### config.mk
export PLATFORM = sky130hd
export DESIGN_NAME = callret_unit
export DESIGN_NICKNAME = d
export VERILOG_FILES = /design/src/rtl/callret_pkg.sv /design/src/rtl/callret_stack.sv /design/src/rtl/callret_decide.sv /design/src/rtl/callret_target.sv /design/src/rtl/callret_unit.sv
export SDC_FILE = /design/constraint.sdc
export NUM_CORES = 2
export LEC_CHECK = 0
export ABC_AREA = 1
export BUFFER_PORTS_ARGS = -buffer_cell sky130_fd_sc_hd__buf_2
export CORE_UTILIZATION = 39
export CTS_CLUSTER_SIZE = 30
export DETAILED_ROUTE_END_ITERATION = 6
export SLEW_MARGIN = 25
export SYNTH_ARGS = -nofsm -noshare
export SYNTH_HDL_FRONTEND = slang
export SYNTH_HIERARCHICAL = 1
export SYNTH_SLANG_ARGS = --single-unit
### constraint.sdc
create_clock -name clk -period 20.2 [get_ports clk]
set_clock_uncertainty 0.05 [all_clocks]
set_input_delay 4.04 -clock clk [delete_from_list [all_inputs] [get_ports clk]]
set_output_delay 4.04 -clock clk [all_outputs]
set_load 0.02 [all_outputs]
### src/rtl/callret_pkg.sv
`timescale 1ns/1ps
// Shared types for the call/return unit.
package callret_pkg;
    // Instruction select: encoding is visible at the in_op port.
    typedef enum logic {
        OP_CALL = 1'b0,
        OP_RET  = 1'b1
    } cr_op_e;
endpackage

### src/rtl/callret_stack.sv
`timescale 1ns/1ps
// Frame stack: each entry pairs a saved data word with a return address.
// Assumes the caller never asserts push on full or pop on empty; both are
// guarded here anyway. Only the pointer is reset; entries hold stale data.
module callret_stack #(
    parameter int DATA_W = 64,
    parameter int ADDR_W = 32,
    parameter int DEPTH  = 16,
    parameter int PTR_W  = $clog2(DEPTH + 1)
) (
    input  logic              clk,
    input  logic              rst_n,
    input  logic              push,
    input  logic              pop,
    input  logic [DATA_W-1:0] push_data,
    input  logic [ADDR_W-1:0] push_addr,
    output logic [DATA_W-1:0] top_data,
    output logic [ADDR_W-1:0] top_addr,
    output logic              empty,
    output logic              full,
    output logic [PTR_W-1:0]  depth
);
    localparam int IDX_W = (DEPTH > 1) ? $clog2(DEPTH) : 1;

    logic [DATA_W-1:0] data_mem [DEPTH];
    logic [ADDR_W-1:0] addr_mem [DEPTH];
    logic [PTR_W-1:0]  ptr_q;
    logic [IDX_W-1:0]  wr_idx;
    logic [IDX_W-1:0]  top_idx;

    assign empty   = (ptr_q == '0);
    assign full    = (ptr_q == PTR_W'(DEPTH));
    assign depth   = ptr_q;
    assign wr_idx  = IDX_W'(ptr_q);
    assign top_idx = IDX_W'(ptr_q - 1'b1);
    assign top_data = data_mem[top_idx];
    assign top_addr = addr_mem[top_idx];

    // Pointer: one frame up on push, one frame down on pop.
    always_ff @(posedge clk) begin
        if (!rst_n)
            ptr_q <= '0;
        else if (push && !full)
            ptr_q <= ptr_q + 1'b1;
        else if (pop && !empty)
            ptr_q <= ptr_q - 1'b1;
    end

    // Entry storage: write the new frame at the free slot.
    always_ff @(posedge clk) begin
        if (push && !full) begin
            data_mem[wr_idx] <= push_data;
            addr_mem[wr_idx] <= push_addr;
        end
    end
endmodule

### src/rtl/callret_decide.sv
`timescale 1ns/1ps
// Branch decision: evaluates the unsigned condition and the stack limits,
// and turns them into push, pop, taken and overflow-event strobes.
module callret_decide
    import callret_pkg::*;
#(
    parameter int CMP_W = 32
) (
    input  logic             valid,
    input  cr_op_e           op,
    input  logic [CMP_W-1:0] b_val,
    input  logic [CMP_W-1:0] limit,
    input  logic             stk_empty,
    input  logic             stk_full,
    output logic             push,
    output logic             pop,
    output logic             taken,
    output logic             ovf_evt
);
    logic cond;
    logic is_call;

    // Condition and per-op strobes.
    always_comb begin
        cond    = (b_val <= limit);
        is_call = (op == OP_CALL);
        push    = valid && is_call && cond && !stk_full;
        ovf_evt = valid && is_call && cond && stk_full;
        pop     = valid && !is_call && cond && !stk_empty;
        taken   = push || pop;
    end
endmodule

### src/rtl/callret_target.sv
`timescale 1ns/1ps
// Target and result formation: sequential, forward-call or return target,
// and the result value (A, or A XOR the saved word on a return).
module callret_target #(
    parameter int DATA_W      = 64,
    parameter int ADDR_W      = 32,
    parameter int OFFS_BITS   = 7,
    parameter int INSTR_BYTES = 16
) (
    input  logic [ADDR_W-1:0]    pc,
    input  logic [DATA_W-1:0]    a_val,
    input  logic [OFFS_BITS-1:0] offs,
    input  logic                 push,
    input  logic                 pop,
    input  logic [DATA_W-1:0]    saved_data,
    input  logic [ADDR_W-1:0]    saved_addr,
    output logic [ADDR_W-1:0]    seq_pc,
    output logic [ADDR_W-1:0]    next_pc,
    output logic [DATA_W-1:0]    result
);
    localparam int SHIFT = $clog2(INSTR_BYTES);

    logic [ADDR_W-1:0] slots;
    logic [ADDR_W-1:0] fwd_bytes;

    // Target select and result mix.
    always_comb begin
        seq_pc    = pc + ADDR_W'(INSTR_BYTES);
        slots     = ADDR_W'(offs) + ADDR_W'(1);
        fwd_bytes = slots << SHIFT;
        if (push)
            next_pc = pc + fwd_bytes;
        else if (pop)
            next_pc = saved_addr;
        else
            next_pc = seq_pc;
        result = pop ? (a_val ^ saved_data) : a_val;
    end
endmodule

### src/rtl/callret_unit.sv
`timescale 1ns/1ps
// Conditional call/return unit. Resolves one instruction per cycle and
// registers next PC, result and taken flag one cycle after in_valid.
// Keeps a stack of (operand A, return address) frames and a sticky
// overflow flag for calls that hit a full stack.
module callret_unit
    import callret_pkg::*;
#(
    parameter int DATA_W      = 64,
    parameter int ADDR_W      = 32,
    parameter int CMP_W       = 32,
    parameter int OFFS_BITS   = 7,
    parameter int INSTR_BYTES = 16,
    parameter int DEPTH       = 16,
    localparam int PTR_W      = $clog2(DEPTH + 1)
) (
    input  logic                 clk,
    input  logic                 rst_n,
    input  logic                 in_valid,
    input  logic                 in_op,
    input  logic [ADDR_W-1:0]    in_pc,
    input  logic [DATA_W-1:0]    in_a,
    input  logic [CMP_W-1:0]     in_b,
    input  logic [OFFS_BITS-1:0] in_imm0,
    input  logic [CMP_W-1:0]     in_imm1,
    output logic                 out_valid,
    output logic [ADDR_W-1:0]    out_next_pc,
    output logic [DATA_W-1:0]    out_c,
    output logic                 out_taken,
    output logic [PTR_W-1:0]     stack_depth,
    output logic                 stack_overflow
);
    logic              push, pop, taken, ovf_evt;
    logic              stk_empty, stk_full;
    logic [DATA_W-1:0] top_data, result;
    logic [ADDR_W-1:0] top_addr, seq_pc, next_pc;
    cr_op_e            op;

    assign op = cr_op_e'(in_op);

    callret_decide #(.CMP_W(CMP_W)) decide_i (
        .valid     (in_valid),
        .op        (op),
        .b_val     (in_b),
        .limit     (in_imm1),
        .stk_empty (stk_empty),
        .stk_full  (stk_full),
        .push      (push),
        .pop       (pop),
        .taken     (taken),
        .ovf_evt   (ovf_evt)
    );

    callret_target #(
        .DATA_W(DATA_W), .ADDR_W(ADDR_W),
        .OFFS_BITS(OFFS_BITS), .INSTR_BYTES(INSTR_BYTES)
    ) target_i (
        .pc         (in_pc),
        .a_val      (in_a),
        .offs       (in_imm0),
        .push       (push),
        .pop        (pop),
        .saved_data (top_data),
        .saved_addr (top_addr),
        .seq_pc     (seq_pc),
        .next_pc    (next_pc),
        .result     (result)
    );

    callret_stack #(
        .DATA_W(DATA_W), .ADDR_W(ADDR_W), .DEPTH(DEPTH), .PTR_W(PTR_W)
    ) stack_i (
        .clk       (clk),
        .rst_n     (rst_n),
        .push      (push),
        .pop       (pop),
        .push_data (in_a),
        .push_addr (seq_pc),
        .top_data  (top_data),
        .top_addr  (top_addr),
        .empty     (stk_empty),
        .full      (stk_full),
        .depth     (stack_depth)
    );

    // Output register: capture the resolved instruction.
    always_ff @(posedge clk) begin
        if (!rst_n) begin
            out_valid   <= 1'b0;
            out_next_pc <= '0;
            out_c       <= '0;
            out_taken   <= 1'b0;
        end else begin
            out_valid <= in_valid;
            if (in_valid) begin
                out_next_pc <= next_pc;
                out_c       <= result;
                out_taken   <= taken;
            end
        end
    end

    // Sticky overflow flag.
    always_ff @(posedge clk) begin
        if (!rst_n)
            stack_overflow <= 1'b0;
        else if (ovf_evt)
            stack_overflow <= 1'b1;
    end
endmodule

After elaboration in Yosys (flattened, before gate mapping)
Memory sizes are Yosys's and may differ from the RTL's. Cells that the tools add are included.

Bitwise logic cells: 2. Mux-type cells: 7. Add/sub/neg operators: 5. Equal/unequal tests: 1. Order comparisons: 1. Reductions and logical operators: 14.

Operator list (number): $mux W32 (2); $mux W64 (1); $xor A64 B64 Y64 (1); $add A32 B32 Y32 (1); $add A32 B5 Y32 const B (1); $le A32 B32 Y1 (1); $mux W5 (2); $logic_and A1 B1 Y1 (9); $add A7 B1 Y8 const B (1); $add A5 B1 Y5 const B (1); $eq A5 B5 Y1 const B (1); $logic_not A5 Y1 (1); $sub A5 B1 Y5 const B (1); $logic_not A1 Y1 (2); $mux W1 (2); $reduce_bool A2 Y1 (1); $logic_or A1 B1 Y1 (1); $not A1 Y1 (1).

Output and inout bits: 104. Input bits: 171. Memories kept: 2. Bits in writable memories: 1536. Bits in registers: 104. Logic and storage cells: 38.

Memory list: stack_i.data_mem (depth 16, width 64, rd ports 1, clocked after Yosys merged registers in 0, write ports 1, RTL line callret_stack.sv:25) `logic [DATA_W-1:0] data_mem [DEPTH];`; stack_i.addr_mem (depth 16, width 32, rd ports 1, clocked after Yosys merged registers in 0, write ports 1, RTL line callret_stack.sv:26) `logic [ADDR_W-1:0] addr_mem [DEPTH];`.

Longest topological paths before layout
Depth after elaboration: 7. Gate-level depth with buffers: 27. Depth with buffers taken out: 25.

By module
Netlist, hierarchy kept.

By module, submodules not included: callret_stack (times used 1, area each 60785.8 µm², seq. area each 46224.3 µm², cells an instance 4733); callret_unit (times used 1, area each 4071.4 µm², seq. area each 1981.9 µm², cells an instance 620); callret_target (times used 1, area each 3570.9 µm², seq. area each 0.0 µm², cells an instance 716); callret_decide (times used 1, area each 935.9 µm², seq. area each 0.0 µm², cells an instance 156).

Least setup slack after synthesis
No wires, ideal clock.

Path type: input to register. From: input in_imm1[21]. To: memory stack_i.addr_mem[12][0] (enable). Library setup time: 669 ps. Arrival time: 11715 ps. Required time: 19481 ps. Buffers on the path: 0. Path slack: 7766 ps. Cell stages on the path: 13. Cell sequence: inv_1 > ha_1 > a21oi_2 > nor2_1 > nor2_2 > nand3_1 > a21oi_1 > nand2_1 > nand2_2 > nand3_2 > inv_1 > nand2_2 > nor3_1.

Cells in the longest elaborated chain, start to end: 6.

Ends and longest elaborated chain: start, declared (RTL line callret_unit.sv:25) `input logic [CMP_W-1:0] in_imm1,`; $le A32 B32 Y1 (RTL line callret_decide.sv:25) `cond = (b_val <= limit);`; $logic_and A1 B1 Y1 (2 in series) (RTL line callret_decide.sv:27) `push = valid && is_call && cond && !stk_full;`; via push (RTL line callret_unit.sv:33) `logic push, pop, taken, ovf_evt;`; $logic_and A1 B1 Y1 (RTL line callret_stack.sv:51) `if (push && !full) begin`; $mux W1 (RTL line callret_stack.sv:51); $mux W1 (not written as such) (RTL line callret_stack.sv:53) `addr_mem[wr_idx] <= push_addr;`; end, declared (RTL line callret_stack.sv:26).

The timed path passes the listed nets, and every way through them passes these cells.

Final worst setup path
From: input in_b[19]. To: memory stack_i.data_mem[13][0] (enable).

Cells in the longest elaborated chain, start to end: 6.

Ends and longest elaborated chain: start, declared (RTL line callret_unit.sv:23) `input logic [CMP_W-1:0] in_b,`; $le A32 B32 Y1 (RTL line callret_decide.sv:25); $logic_and A1 B1 Y1 (2 in series) (RTL line callret_decide.sv:27); via push (RTL line callret_unit.sv:33); $logic_and A1 B1 Y1 (RTL line callret_stack.sv:51); $mux W1 (RTL line callret_stack.sv:51); $mux W1 (not written as such) (RTL line callret_stack.sv:52) `data_mem[wr_idx] <= push_data;`; end, declared (RTL line callret_stack.sv:25).

The timed path passes the listed nets, and every way through them passes these cells.

==> metrics.txt <==
ranking of synthesized cells by area edfxtp_1 (66%), nor2_1 (8.8%), o21ai_0 (5.1%); outcome finished with violations; Initial Util between 30% and 40%; register area share after synthesis around 69%; Worst Path Required ~21 ns; #FFs+latches synth 1640; Critical Path Source Type input port; top-area cell type share of the netlist area 66.5%; Avg Vias per Cell ~5.3; Final Non-Filler Cells 8860; GRT Overall Usage slightly above 20%; period utilization approximately two fifths; Yosys cell types 44; Gate power share between 10% and 20%; WL/cell between 20 and 25 µm; Vert. Die Dim roughly 420 µm; cell accounting for the most synthesized area edfxtp_1; final worst setup slack about 12 ns; Post-Syn Nets around 6400; Placed Cells between 8000 and 9000; Core ar. 0.176 mm²; Crit Path Category input port to register; CTS tree built; Reg area between 0.04 and 0.05 mm²; Static Leak 27.9 nW; Power Density approximately 100 mW/mm²; clock share of power between 30% and 40%; top_reg_cell synth edfxtp_1; sw frac approximately 28%; die area 0.180 mm²; TritonCTS Sinks approximately 1600; Site Rows 154; max-cap violation count 0; Synth Cell Area just under 0.07 mm²; fmax roughly 0.12 GHz; Worst Hold Slack 0.414 ns; antenna viol nets, final 0; io pins approximately 280; Critical Path Source in_b[19]; Final Hold Vio Count 0; Vias 46600; asr flop ratio synth 0%; crit end category register; grt total ovfl 0; routability cong. approximately 0.84; worst hold-check path type register to register; CP Cell Sequence buf_2, ha_1, nand2_1, inv_1, nand2_1, nand2_1, nand2_1, nand3_1, a21oi_1, nand2_1, nand2_2, nand3_2, clkinv_1, buf_4, nand2_2, inv_1, nand2_1, nor2_4, buf_4, buf_6; Yosys Warn Count 6; setup_tns 0 ns; setup bufs post-CTS 0; Slew Limit Headroom about 28%; worst skew pair latency around 0.83 ns; largest net degree at the start of global routing between 200 and 300; syn avg cell area about 11 µm²; slowest CP cell buf_6; Num CTS Buffers between 150 and 200; most frequent CP cell nand2_1; Final setup violation count 0; Max stage delay on crit path 0.67 ns; commonest non-fill, non-tap cell in the layout nor2_1; RSZ-0062 raised after global routing no; sequential cell fraction of total power 46.0%; Int Power 5.88 mW; Final min period 8.19 ns; Post-synth EDFFs between 1500 and 2000; IO buf count ~270; Critical Path AT between 8 and 9 ns; DP HPWL between 90000 and 100000 µm; Worst VDD drop roughly 0.099 mV; layout cells sized above 1 around 10%; Remaining DRCs 64; Worst Tran Pin Value between 1 and 1.5 ns; drt total wl about 180000 µm; Layout area overhead 12.9%; Clock Tree Root clkbuf_16; global-route wire length before repair roughly 280000 µm; failing checks design-rule violations; CP Max Fanout 53; Pins Over Slew Limit 0; fill count ~16000; initial drt markers roughly 4500; reg2reg start stack_i/depth[0]; area occupied by multi-input gates around 0.018 mm²; vias in the first global route around 44000; CTS resizes 0; Final nets roughly 6600; drt pass-1 iters 7; Die Span X 424 µm; buffer levels on the longest clock path 3; Top Family by Delay on Critical Path buffers and inverters; DP Worst Slack 11.14 ns; cts hold-fix bufs 0; initial antenna violation count 13; Worst Path Buf+Inv 7; Post-Synthesis Cells approximately 6200; Worst Min Path Start out_c[26]; Net Switching between 2 and 2.5 mW; H-tree depth 4; commonest non-fill, non-tap cells in the layout nor2_1 (1604), edfxtp_1 (1536), o21ai_0 (702); clock-pin slew on the worst setup and hold paths about 0.05 ns
[through the flow]
stage               total power, mW  area [µm²]  util, %
finish                         8.20       78300     44.4
global route                   8.53       78300     44.4
CTS                            8.27       78200     44.3
detailed placement             5.19       72700     41.2
global placement               5.18       72600     41.2
floorplan                      4.74       69400        -
[kinds of logic after synthesis]
| kind of cell | after synthesis | share of synthesized area (%) |
|---|---|---|
| buffers and inverters | 663 | 4.30 |
| adder cells (fa/ha/maj) | 47 | 0.859 |
| XOR/XNOR | 85 | 1.08 |
| AO/OA/AOI/OAI | 1019 | 8.12 |
| AND/OR/NAND/NOR | 2771 | 16.1 |
| flip-flops | 1640 | 69.5 |
[Yosys cell counts, types with 15 or more instances]
cell,n
dfxtp_1,104
clkbuf_1,151
buf_6,28
nor2_1,1618
nand2_1,622
ha_1,46
o21ai_0,702
xor2_1,80
nand3_1,477
a21oi_1,21
buf_4,18
nor2_2,17
edfxtp_1,1536
buf_2,160
inv_1,283
o21ai_1,83
o211ai_1,193
buf_1,15
[worst register-to-register path: stages (launching register included)]
cell,delay [ns]
dfxtp_4,0.44
inv_16,0.42
ha_4,0.56
inv_16,0.46
buf_4,0.76
buf_4,0.92
o21ai_0,0.23
o211ai_1,0.23
nand3_1,0.24
nand2_1,0.15
nand2_1,0.07
xor2_1,0.17
inv_1,0.06
inv_1,0.05
nand2_1,0.04
nand2_1,0.09
nor2_1,0.04
[state kept, by name (all words and copies together), names as in the netlist]
signal and flops:
out_next_pc 32, out_c 64, stack_overflow 1, stack_i/addr_mem 512, stack_i/data_mem 1024, out_valid 1
stack_i/depth 5, out_taken 1
[per-layer routing]
metal	wire length (µm)	share of wire (%)	GRT usage [%]	vias up
met5	48	0.026	0	-
met4	4980	2.7	6.43	8
met3	11300	6.1	2.81	263
met2	87900	48	32.9	1528
met1	80500	44	27.8	22900
li1	-	-	-	21900
[power by group through the flow]
stage | registers [mW] | logic [mW] | clock network [mW]
after floorplan | 3.87 | 0.877 | 0
after global placement | 3.85 | 1.33 | 0
after detailed placement | 3.85 | 1.34 | 0
after CTS | 3.77 | 1.35 | 3.15
after global routing | 3.78 | 1.49 | 3.27
final | 3.77 | 1.35 | 3.08
[cell type report]
| cell class | count | area share (%) |
|---|---|---|
| antenna | 6 | 0.0192 |
| clock buffer | 224 | 5.80 |
| clock inverter | 86 | 1.24 |
| inverter | 290 | 1.46 |
| multi-input combinational | 3922 | 23.5 |
| sequential | 1640 | 61.6 |
| tap | 2340 | 3.74 |
| timing repair buffer | 352 | 2.73 |
[final timing paths]
path | slack (ns) | endpoint | depth (start not counted)
worst max-delay path | 12.01 | stack_i/data_mem[13][0] | 20
worst min register to register | 0.41 | out_c[26] | 2
worst min-delay path | 0.41 | out_c[26] | 2
worst max register to register | 15.12 | out_c[13] | 16
No activity file was read; power rests on OpenSTA's default activity.
